==> src/rtl/irq_agg_pkg.sv <==
package irq_agg_pkg;
  localparam int unsigned ADDR_W = 8;

  localparam logic [ADDR_W-1:0] OFF_CLASS   = 8'h6C;
  localparam logic [ADDR_W-1:0] OFF_BLOCKED = 8'h78;
  localparam logic [ADDR_W-1:0] OFF_LIVE    = 8'h80;
  localparam logic [ADDR_W-1:0] OFF_STATUS  = 8'h9C;

  typedef enum logic [2:0] {
    SEL_NONE,
    SEL_CLASS,
    SEL_BLOCKED,
    SEL_LIVE,
    SEL_STATUS
  } reg_sel_e;

  function automatic reg_sel_e decode_offset(input logic [ADDR_W-1:0] off);
    case (off)
      OFF_CLASS:   return SEL_CLASS;
      OFF_BLOCKED: return SEL_BLOCKED;
      OFF_LIVE:    return SEL_LIVE;
      OFF_STATUS:  return SEL_STATUS;
      default:     return SEL_NONE;
    endcase
  endfunction
endpackage

==> src/rtl/irq_agg_srcdet.sv <==
module irq_agg_srcdet #(
  parameter int unsigned NSRC = 32
) (
  input  logic            clk,
  input  logic            rst_n,
  input  logic [NSRC-1:0] src,
  output logic [NSRC-1:0] chg,
  output logic [NSRC-1:0] lvl
);
  logic [NSRC-1:0] prev_q;

  always_ff @(posedge clk or negedge rst_n) begin
    if (!rst_n) prev_q <= '0;
    else        prev_q <= src;
  end

  assign chg = src ^ prev_q;
  assign lvl = src;
endmodule

==> src/rtl/irq_agg_regfile.sv <==
module irq_agg_regfile
  import irq_agg_pkg::*;
#(
  parameter int unsigned NSRC = 32
) (
  input  logic            clk,
  input  logic            rst_n,
  input  logic            wr_stb,
  input  reg_sel_e        sel,
  input  logic [NSRC-1:0] wdata,
  input  logic [NSRC-1:0] chg,
  input  logic [NSRC-1:0] lvl,
  output logic [NSRC-1:0] class_q,
  output logic [NSRC-1:0] live_q,
  output logic [NSRC-1:0] blocked_q
);
  // one bit of state after software write, then source update
  function automatic logic merge_bit(input logic old_v, input logic sw_we, input logic sw_v,
                                     input logic ch, input logic src_v);
    logic v;
    v = sw_we ? sw_v : old_v;
    return ch ? src_v : v;
  endfunction

  logic wr_live, wr_blocked, wr_class;
  logic [NSRC-1:0] live_pre, blocked_n, live_n;

  assign wr_live    = wr_stb && (sel == SEL_LIVE);
  assign wr_blocked = wr_stb && (sel == SEL_BLOCKED);
  assign wr_class   = wr_stb && (sel == SEL_CLASS);

  for (genvar i = 0; i < NSRC; i++) begin : g_bit
    assign live_pre[i]  = merge_bit(live_q[i], wr_live, wdata[i], chg[i], lvl[i]);
    assign blocked_n[i] = merge_bit(blocked_q[i], wr_blocked, wdata[i], chg[i], ~lvl[i]);
    assign live_n[i]    = live_pre[i] & ~blocked_n[i];
  end

  always_ff @(posedge clk or negedge rst_n) begin
    if (!rst_n) begin
      class_q   <= '0;
      live_q    <= '0;
      blocked_q <= '0;
    end else begin
      if (wr_class) class_q <= wdata;
      live_q    <= live_n;
      blocked_q <= blocked_n;
    end
  end


  no_masked_live_chk: assert property (@(posedge clk) disable iff (!rst_n)
    (live_q & blocked_q) == '0);


  rise_sets_live_chk: assert property (@(posedge clk) disable iff (!rst_n)
    1'b1 |=> ((live_q & $past(chg & lvl)) == $past(chg & lvl)) &&
             ((blocked_q & $past(chg & lvl)) == '0));


  fall_sets_blocked_chk: assert property (@(posedge clk) disable iff (!rst_n)
    1'b1 |=> ((blocked_q & $past(chg & ~lvl)) == $past(chg & ~lvl)) &&
             ((live_q & $past(chg & ~lvl)) == '0));


  class_hold_chk: assert property (@(posedge clk) disable iff (!rst_n)
    !wr_class |=> $stable(class_q));
endmodule

==> src/rtl/irq_agg_rdport.sv <==
module irq_agg_rdport
  import irq_agg_pkg::*;
#(
  parameter int unsigned NSRC = 32
) (
  input  logic            clk,
  input  logic            rst_n,
  input  logic            rd_stb,
  input  reg_sel_e        sel,
  input  logic [NSRC-1:0] class_q,
  input  logic [NSRC-1:0] live_q,
  input  logic [NSRC-1:0] blocked_q,
  output logic [NSRC-1:0] rdata
);
  logic [NSRC-1:0] mux_v, rdata_q;

  always_comb begin
    case (sel)
      SEL_CLASS:   mux_v = class_q;
      SEL_BLOCKED: mux_v = blocked_q;
      SEL_LIVE:    mux_v = live_q;
      SEL_STATUS:  mux_v = live_q;
      default:     mux_v = '0;
    endcase
  end

  always_ff @(posedge clk or negedge rst_n) begin
    if (!rst_n) rdata_q <= '0;
    else        rdata_q <= rd_stb ? mux_v : '0;
  end

  assign rdata = rdata_q;


  idle_rdata_zero_chk: assert property (@(posedge clk) disable iff (!rst_n)
    !rd_stb |=> rdata == '0);
endmodule

==> src/rtl/irq_aggregator.sv <==
module irq_aggregator
  import irq_agg_pkg::*;
#(
  parameter int unsigned NSRC = 32
) (
  input  logic              clk,
  input  logic              rst_n,
  input  logic [NSRC-1:0]   src,
  input  logic              bus_valid,
  input  logic              bus_write,
  input  logic [ADDR_W-1:0] bus_addr,
  input  logic [NSRC-1:0]   bus_wdata,
  output logic [NSRC-1:0]   bus_rdata,
  output logic              irq
);
  reg_sel_e        sel;
  logic            wr_stb, rd_stb;
  logic [NSRC-1:0] chg, lvl, class_q, live_q, blocked_q;
  logic            irq_q;

  assign sel    = decode_offset(bus_addr);
  assign wr_stb = bus_valid && bus_write;
  assign rd_stb = bus_valid && !bus_write;

  irq_agg_srcdet #(.NSRC(NSRC)) u_srcdet (
    .clk(clk), .rst_n(rst_n), .src(src), .chg(chg), .lvl(lvl)
  );

  irq_agg_regfile #(.NSRC(NSRC)) u_regfile (
    .clk(clk), .rst_n(rst_n), .wr_stb(wr_stb), .sel(sel), .wdata(bus_wdata),
    .chg(chg), .lvl(lvl), .class_q(class_q), .live_q(live_q), .blocked_q(blocked_q)
  );

  irq_agg_rdport #(.NSRC(NSRC)) u_rdport (
    .clk(clk), .rst_n(rst_n), .rd_stb(rd_stb), .sel(sel), .class_q(class_q),
    .live_q(live_q), .blocked_q(blocked_q), .rdata(bus_rdata)
  );

  always_ff @(posedge clk or negedge rst_n) begin
    if (!rst_n) irq_q <= 1'b0;
    else        irq_q <= |live_q;
  end

  assign irq = irq_q;


  irq_follows_live_chk: assert property (@(posedge clk) disable iff (!rst_n)
    1'b1 |=> irq == $past(|live_q));
endmodule

==> config.mk <==
export PLATFORM = sky130hd
export DESIGN_NAME = irq_aggregator
export DESIGN_NICKNAME = d
export VERILOG_FILES = /design/src/rtl/irq_agg_pkg.sv /design/src/rtl/irq_agg_srcdet.sv /design/src/rtl/irq_agg_regfile.sv /design/src/rtl/irq_agg_rdport.sv /design/src/rtl/irq_aggregator.sv
export SDC_FILE = /design/constraint.sdc
export NUM_CORES = 1
export LEC_CHECK = 0
export BUFFER_PORTS_ARGS = -buffer_cell sky130_fd_sc_hd__buf_2
export CAP_MARGIN = 20
export CORE_MARGIN = 2
export CORE_UTILIZATION = 52
export DETAILED_ROUTE_END_ITERATION = 8
export PLACE_DENSITY = 0.78
export SLEW_MARGIN = 10
export SYNTH_ARGS = -nofsm -noshare
export SYNTH_HDL_FRONTEND = slang
export SYNTH_SLANG_ARGS = --single-unit
==> constraint.sdc <==
create_clock -name clk -period 1.4 [get_ports clk]
set_input_delay 0.21 -clock clk [delete_from_list [all_inputs] [get_ports clk]]
set_output_delay 0.21 -clock clk [all_outputs]
set_load 0.05 [all_outputs]
## After elaboration in Yosys (flattened, before gate mapping)

Cells that the tools add are included.

| word-level totals | value |
|---|---|
| input bits | 76 |
| bits in registers | 161 |
| word-level logic and storage cells | 250 |

| cells by class | value |
|---|---|
| equal/unequal tests | 8 |
| multiplexer cells | 131 |
| bitwise operators | 97 |
| reduce and logical (&&, ||, !) cells | 8 |

Operators with widths:

| operator | count |
|---|---|
| 1-bit 2-to-1 mux | 128 |
| 32-bit case mux with 3 select lines | 1 |
| 1-bit NOT | 64 |
| 1-bit bitwise AND | 32 |
| 32-bit 2-to-1 mux | 1 |
| 32-bit OR reduction | 1 |
| 32-bit XOR | 1 |
| 8-bit by 7-bit equality test with 1-bit output, second input constant | 2 |
| 8-bit equality test, second input constant | 2 |
| 3-bit case mux with 4 select lines | 1 |
| 3-bit by 2-bit equality test with 1-bit output, second input constant | 2 |
| 1-bit logical AND | 5 |
| 3-bit by 1-bit equality test with 1-bit output, second input constant | 1 |
| 3-bit equality test, second input constant | 1 |
| 2-bit OR reduction | 1 |
| 1-bit logical NOT | 1 |

## Longest topological paths before layout

| logic depth | value |
|---|---|
| depth after elaboration | 8 |
| depth in mapped cells | 5 |

## Modules after synthesis

From an unflattened synthesis, not the netlist that was laid out.

| unflattened totals | value |
|---|---|
| cell total of the unflattened synthesis | 671 |
| area total of the unflattened synthesis | 7,719.9 µm² |

By module, submodules not included:

| module | area an instance (µm²) | times used | sequential area each (µm²) | cells each |
|---|---|---|---|---|
| irq_agg_regfile | 4,256.6 | 1 | 2,402.3 | 366 |
| irq_agg_rdport | 1,948.1 | 1 | 800.8 | 185 |
| irq_agg_srcdet | 1,321.3 | 1 | 800.8 | 96 |
| irq_aggregator | 193.9 | 1 | 25.0 | 24 |

## Worst setup path after synthesis

OpenSTA, ideal clock, no wires.

| path | value |
|---|---|
| path type | input-to-reg |
| from | in bus_addr[2] |
| to | reg u_regfile.blocked_q[19] |
| arrival | 1.908 ns |
| path slack | -0.640 ns |
| stages | 5 |
| library setup time | 0.131 ns |
| cell sequence | or3_4 > nor4_4 > buf_6 > mux2_2 > maj3_1 |

| between the ends | value |
|---|---|
| cells in the longest elaborated chain, start to end | 6 |
| elaborated cells on any way between the ends | 9 |
| those cells by class | 5 x eq/ne; 3 x mux; 1 x reduce/logical |

Ends and longest elaborated chain:

| element | RTL line | text |
|---|---|---|
| from (decl) | irq_aggregator.sv:11 | `input logic [ADDR_W-1:0] bus_addr,` |
| 8-bit equality test / 8-bit by 7-bit equality test with 1-bit output (equally long branches) | irq_agg_pkg.sv:18 | `case (off)` |
| 3-bit case mux with 4 select lines * | irq_agg_pkg.sv:18 |  |
| 3-bit by 2-bit equality test with 1-bit output * | irq_agg_regfile.sv:29 | `assign wr_blocked = wr_stb && (sel == SEL_BLOCKED);` |
| 1-bit logical AND * | irq_agg_regfile.sv:29 |  |
| 1-bit 2-to-1 mux * | irq_agg_regfile.sv:21 | `v = sw_we ? sw_v : old_v;` |
| 1-bit 2-to-1 mux * | irq_agg_regfile.sv:22 | `return ch ? src_v : v;` |
| via u_regfile.blocked_n[19] | irq_agg_regfile.sv:26 | `logic [NSRC-1:0] live_pre, blocked_n, live_n;` |
| to (signal assigned) | irq_agg_regfile.sv:46 | `blocked_q <= blocked_n;` |
| to (decl) | irq_agg_regfile.sv:15 | `output logic [NSRC-1:0] blocked_q` |

The timed path passes the listed nets; every way through them passes the cells marked *.
A chain may end at the register's enable or synchronous reset.

## Final worst setup path

| path | value |
|---|---|
| from | in bus_addr[7] |
| to | reg u_regfile.blocked_q[20] |

Same word-level chain as after synthesis.

==> report_table.html <==
<table>
<tr><th>Metric</th><th>Value</th></tr>
<tr><th colspan="2">Status</th></tr>
<tr><td>Status</td><td>complete, but fails checks</td></tr>
<tr><td>Violations in the final reports</td><td>negative setup slack</td></tr>
<tr><th colspan="2">Layout</th></tr>
<tr><td>Most common cell after layout, fill and taps aside</td><td>dfrtp_1</td></tr>
<tr><td>Nets</td><td>roughly 890</td></tr>
<tr><td>Fraction of layout cells with a size suffix above 1</td><td>52.4%</td></tr>
<tr><td>Top library cells by usage in the layout, fill and taps aside</td><td>161 x dfrtp_1, 105 x buf_2, 96 x mux2_4, 66 x nand2_1, 48 x buf_4</td></tr>
<tr><td>Register cell area after layout</td><td>0.00403 mm²</td></tr>
<tr><td>Area added between synthesis and finish</td><td>52.0%</td></tr>
<tr><td>Filler Cells Inserted</td><td>just over 600</td></tr>
<tr><td>Multi-input gate area in the final layout</td><td>0.00362 mm²</td></tr>
<tr><th colspan="2">Clocking</th></tr>
<tr><td>CTS tree</td><td>done</td></tr>
<tr><td>Insertion delay to the later sink of the worst-skew pair</td><td>440 ps</td></tr>
<tr><td>Clock transition at path regs</td><td>roughly 70 ps</td></tr>
<tr><td>Number of buffers inserted during clock tree synthesis</td><td>17</td></tr>
<tr><td>Clock Root Buffer</td><td>clkbuf_16</td></tr>
<tr><td>CTS sink cnt</td><td>between 150 and 200</td></tr>
<tr><td>Htree depth</td><td>4</td></tr>
<tr><td>Buffers from clock root to sink, at most</td><td>2</td></tr>
<tr><th colspan="2">Critical path</th></tr>
<tr><td>Required time of the worst setup path</td><td>approximately 1700 ps</td></tr>
<tr><td>Largest stage delay, worst path</td><td>380 ps</td></tr>
<tr><td>Crit path max fanout</td><td>8</td></tr>
<tr><td>Critical Setup Path Class</td><td>primary input to flop</td></tr>
<tr><td>Series of cell instances along the critical path</td><td>buf_6 &gt; nand3b_1 &gt; nor4_4 &gt; buf_4 &gt; buf_12 &gt; buf_12 &gt; mux2_4 &gt; maj3_2</td></tr>
<tr><td>Worst path arrival time</td><td>between 2000 and 2500 ps</td></tr>
<tr><td>Most common cell type on the critical path</td><td>buf_12</td></tr>
<tr><td>Crit path capture type</td><td>flop</td></tr>
<tr><td>Critical path launch point type</td><td>primary input</td></tr>
<tr><td>Cell type of the slowest stage on the worst timing path</td><td>nor4_4</td></tr>
<tr><th colspan="2">Power</th></tr>
<tr><td>Worst ir drop on vdd</td><td>about 1 mV</td></tr>
<tr><td>Power density relative to cell area</td><td>roughly 1100 mW/mm²</td></tr>
<tr><td>Leak pwr</td><td>~0.0051 µW</td></tr>
<tr><th colspan="2">Routing</th></tr>
<tr><td>First-iteration detailed-routing DRC count</td><td>~920</td></tr>
<tr><td>Drt total wl</td><td>approximately 28 mm</td></tr>
<tr><td>Via count normalized by instance count</td><td>between 6 and 7</td></tr>
<tr><td>Residual DRC</td><td>0</td></tr>
<tr><td>Pre-antenna DRT Iters</td><td>8</td></tr>
<tr><td>DR WL/cell</td><td>approximately 28 µm</td></tr>
<tr><td>Antenna-violating nets left</td><td>0</td></tr>
<tr><td>Via count</td><td>6,659</td></tr>
<tr><th colspan="2">Placement</th></tr>
<tr><td>Number of buffers added on ports</td><td>about 110</td></tr>
<tr><td>Final estimated routing congestion in global placement</td><td>between 0.8 and 0.9</td></tr>
<tr><td>DP HPWL</td><td>between 10 and 15 mm</td></tr>
<tr><th colspan="2">Synthesis</th></tr>
<tr><td>Number of synthesized flops with an enable pin</td><td>0</td></tr>
<tr><td>Library cell with the largest summed area after synthesis</td><td>dfrtp_1</td></tr>
<tr><td>Number of different library cells in the post-synthesis netlist</td><td>29</td></tr>
<tr><td>Primary flip-flop cell chosen by synthesis mapping</td><td>dfrtp_1</td></tr>
<tr><td>Mapped Nets</td><td>approximately 650</td></tr>
<tr><td>Post-Syn Area</td><td>slightly above 0.007 mm²</td></tr>
<tr><td>Share of async-settable or async-resettable flops after synthesis</td><td>between 90% and 100%</td></tr>
<tr><td>Yosys warnings</td><td>0</td></tr>
<tr><td>Portion of the post-synthesis area used by sequential elements</td><td>between 50% and 60%</td></tr>
<tr><td>Biggest area contributors in the synthesized netlist</td><td>dfrtp_1 56%, mux2_2 13%, a222oi_1 4.5%, maj3_1 4.5%, nand2_1 3.5%</td></tr>
<tr><td>Seq cells post-synth</td><td>roughly 160</td></tr>
<tr><td>Syn Area/Cell</td><td>roughly 13 µm²</td></tr>
<tr><td>Synth Instances</td><td>572</td></tr>
<tr><td>Proportion of netlist area held by the largest area contributor</td><td>about 56%</td></tr>
<tr><th colspan="2">STA</th></tr>
<tr><td>Sum of negative setup slack</td><td>-26,650 ps</td></tr>
<tr><td>Slew Limit Fails</td><td>0</td></tr>
<tr><td>Setup-violating endpoint count in the final report</td><td>between 100 and 150</td></tr>
<tr><td>Post-route worst setup slack</td><td>-345 ps</td></tr>
<tr><td>Max-slew headroom at the worst pin</td><td>approximately 61%</td></tr>
<tr><td>Clock period minus final worst setup slack</td><td>1740 ps</td></tr>
<tr><td>Part of the cycle the worst path needs</td><td>125%</td></tr>
<tr><td>Highest clock rate</td><td>between 0.5 and 0.6 GHz</td></tr>
<tr><td>Final hold slack</td><td>47.1 ps</td></tr>
<tr><td>Maximum clock skew at final layout</td><td>10.0 ps</td></tr>
<tr><td>Slew at the pin with the worst max-slew slack</td><td>just under 600 ps</td></tr>
<tr><td>Final number of hold-violating endpoints</td><td>0</td></tr>
<tr><td>RSZ-0062 raised after global routing</td><td>yes</td></tr>
<tr><th colspan="2">Job</th></tr>
<tr><td>Max-capacitance violation count</td><td>0</td></tr>
<tr><th colspan="2">Global routing</th></tr>
<tr><td>Number of antenna violations at the first check in global routing</td><td>1</td></tr>
<tr><td>Maximum number of pins on one net before global-route repair</td><td>42</td></tr>
<tr><td>Number of global-route vias before repair</td><td>6,600</td></tr>
<tr><td>Total global-route track usage</td><td>~34%</td></tr>
<tr><td>Residual overflow from global routing</td><td>0</td></tr>
<tr><td>Global-route wire length before repair</td><td>between 30 and 40 mm</td></tr>
<tr><th colspan="2">Floorplan</th></tr>
<tr><td>Number of core rows</td><td>between 40 and 50</td></tr>
<tr><td>Horiz. Die Dim</td><td>121 µm</td></tr>
<tr><td>Starting utilization of the core area</td><td>53.7%</td></tr>
<tr><td>Boundary Pins</td><td>between 100 and 150</td></tr>
<tr><td>DIE HEIGHT</td><td>roughly 120 µm</td></tr>
<tr><td>Core region area</td><td>roughly 0.013 mm²</td></tr>
<tr><td>Die footprint</td><td>~0.015 mm²</td></tr>
<tr><th colspan="2">Hold path</th></tr>
<tr><td>Worst hold path type</td><td>primary input to flop</td></tr>
</table>
## report_power, final
group | internal (µW) | switching, µW | leakage [µW]
combinational | 858 | 733 | 0.00270
clock | 3160 | 1940 | 0.000312
sequential | 4910 | 282 | 0.00204
total | 8930 | 2950 | 0.00505
## worst max-delay path: cells and delay by family
family	cells	cell delay, ps
muxes	1	330
buffers and inverters	4	560
and+or+nand+nor	2	610
adders and majority gates	1	340
## final timing paths
path	start	to	slack [ps]	cells after the start
worst min register to register	u_srcdet.prev_q[29]$_DFF_PN0_	u_regfile.live_q[29]$_DFF_PN0_	510	1
min in group asynchronous	rst_n	u_regfile.class_q[29]$_DFFE_PN0P_	280	2
worst min-delay path	bus_wdata[8]	u_regfile.class_q[8]$_DFFE_PN0P_	50	2
max in group asynchronous	rst_n	u_regfile.blocked_q[19]$_DFF_PN0_	550	3
worst max register to register	u_regfile.live_q[22]$_DFF_PN0_	irq$_DFF_PN0_	-190	3
worst max-delay path	bus_addr[7]	u_regfile.blocked_q[20]$_DFF_PN0_	-340	8
## what timing repair did
item | CTS | global route
setup endpoints to repair | 129 | 123
hold buffers | 33 | 0
endpoints found under the hold margin | 69 | 0
gates resized for setup | 61 | 45
pin swaps | 78 | 21
gates cloned | 9 | 3
setup buffers | 23 | 35
## layout make-up
type | count | share of cell area (%)
Multi-Input combinational cell | 352 | 33.2
Clock inverter | 10 | 1.42
Timing Repair Buffer | 248 | 20.8
Clock buffer | 22 | 4.44
Antenna cell | 1 | 0.0230
Sequential cell | 161 | 37.0
Inverter | 32 | 1.10
Tap cell | 176 | 2.02
## flip-flops by register name (all words and copies together), names as in the netlist
register / cells
u_rdport.rdata: 32
u_regfile.class_q: 32
u_regfile.blocked_q: 32
u_regfile.live_q: 32
irq: 1
u_srcdet.prev_q: 32
## Yosys cell counts (6+ instances only)
| cell | count |
|---|---|
| maj3_1 | 32 |
| nand2_1 | 66 |
| buf_2 | 6 |
| nor4_1 | 8 |
| a211oi_1 | 32 |
| a222oi_1 | 32 |
| dfrtp_1 | 161 |
| buf_6 | 6 |
| clkbuf_1 | 15 |
| mux2_2 | 82 |
| inv_1 | 32 |
| mux2_1 | 14 |
| nand2b_1 | 34 |
| o22ai_1 | 32 |
## per-layer routing
layer | vias up | share of wire, % | GRT usage [%]
met5 | - | 0 | 0
met4 | 0 | 6.8 | 18.7
met3 | 172 | 10 | 8.04
met2 | 564 | 47 | 53.4
met1 | 3313 | 36 | 42.2
li1 | 2610 | - | -
## through the flow
| stage | total power [µW] | setup WS [ps] | cells | utilization (%) | cell area (µm²) |
|---|---|---|---|---|---|
| finish | 11900 | -345 | 1002 | 81.6 | 10900 |
| detailed placement | 6340 | -794 | 875 | 65.7 | 8770 |
| floorplan | 5800 | -544 | 572 | - | 7580 |
| global route | 12200 | -359 | 1001 | 81.6 | 10900 |
| CTS | 11500 | -286 | 971 | 78.3 | 10400 |
| global placement | 6260 | -742 | 875 | 65.7 | 8770 |
## cells by family after synthesis
kind of cell	count (synthesis)	share of synthesized area [%]
AOI/OAI and AO/OA	98	11.1
and+or+nand+nor	125	9.18
DFF	161	56.2
buffers and inverters	59	3.82
muxes	97	15.2
adders and majority gates	32	4.47
No activity file was read; power rests on OpenSTA's default activity.
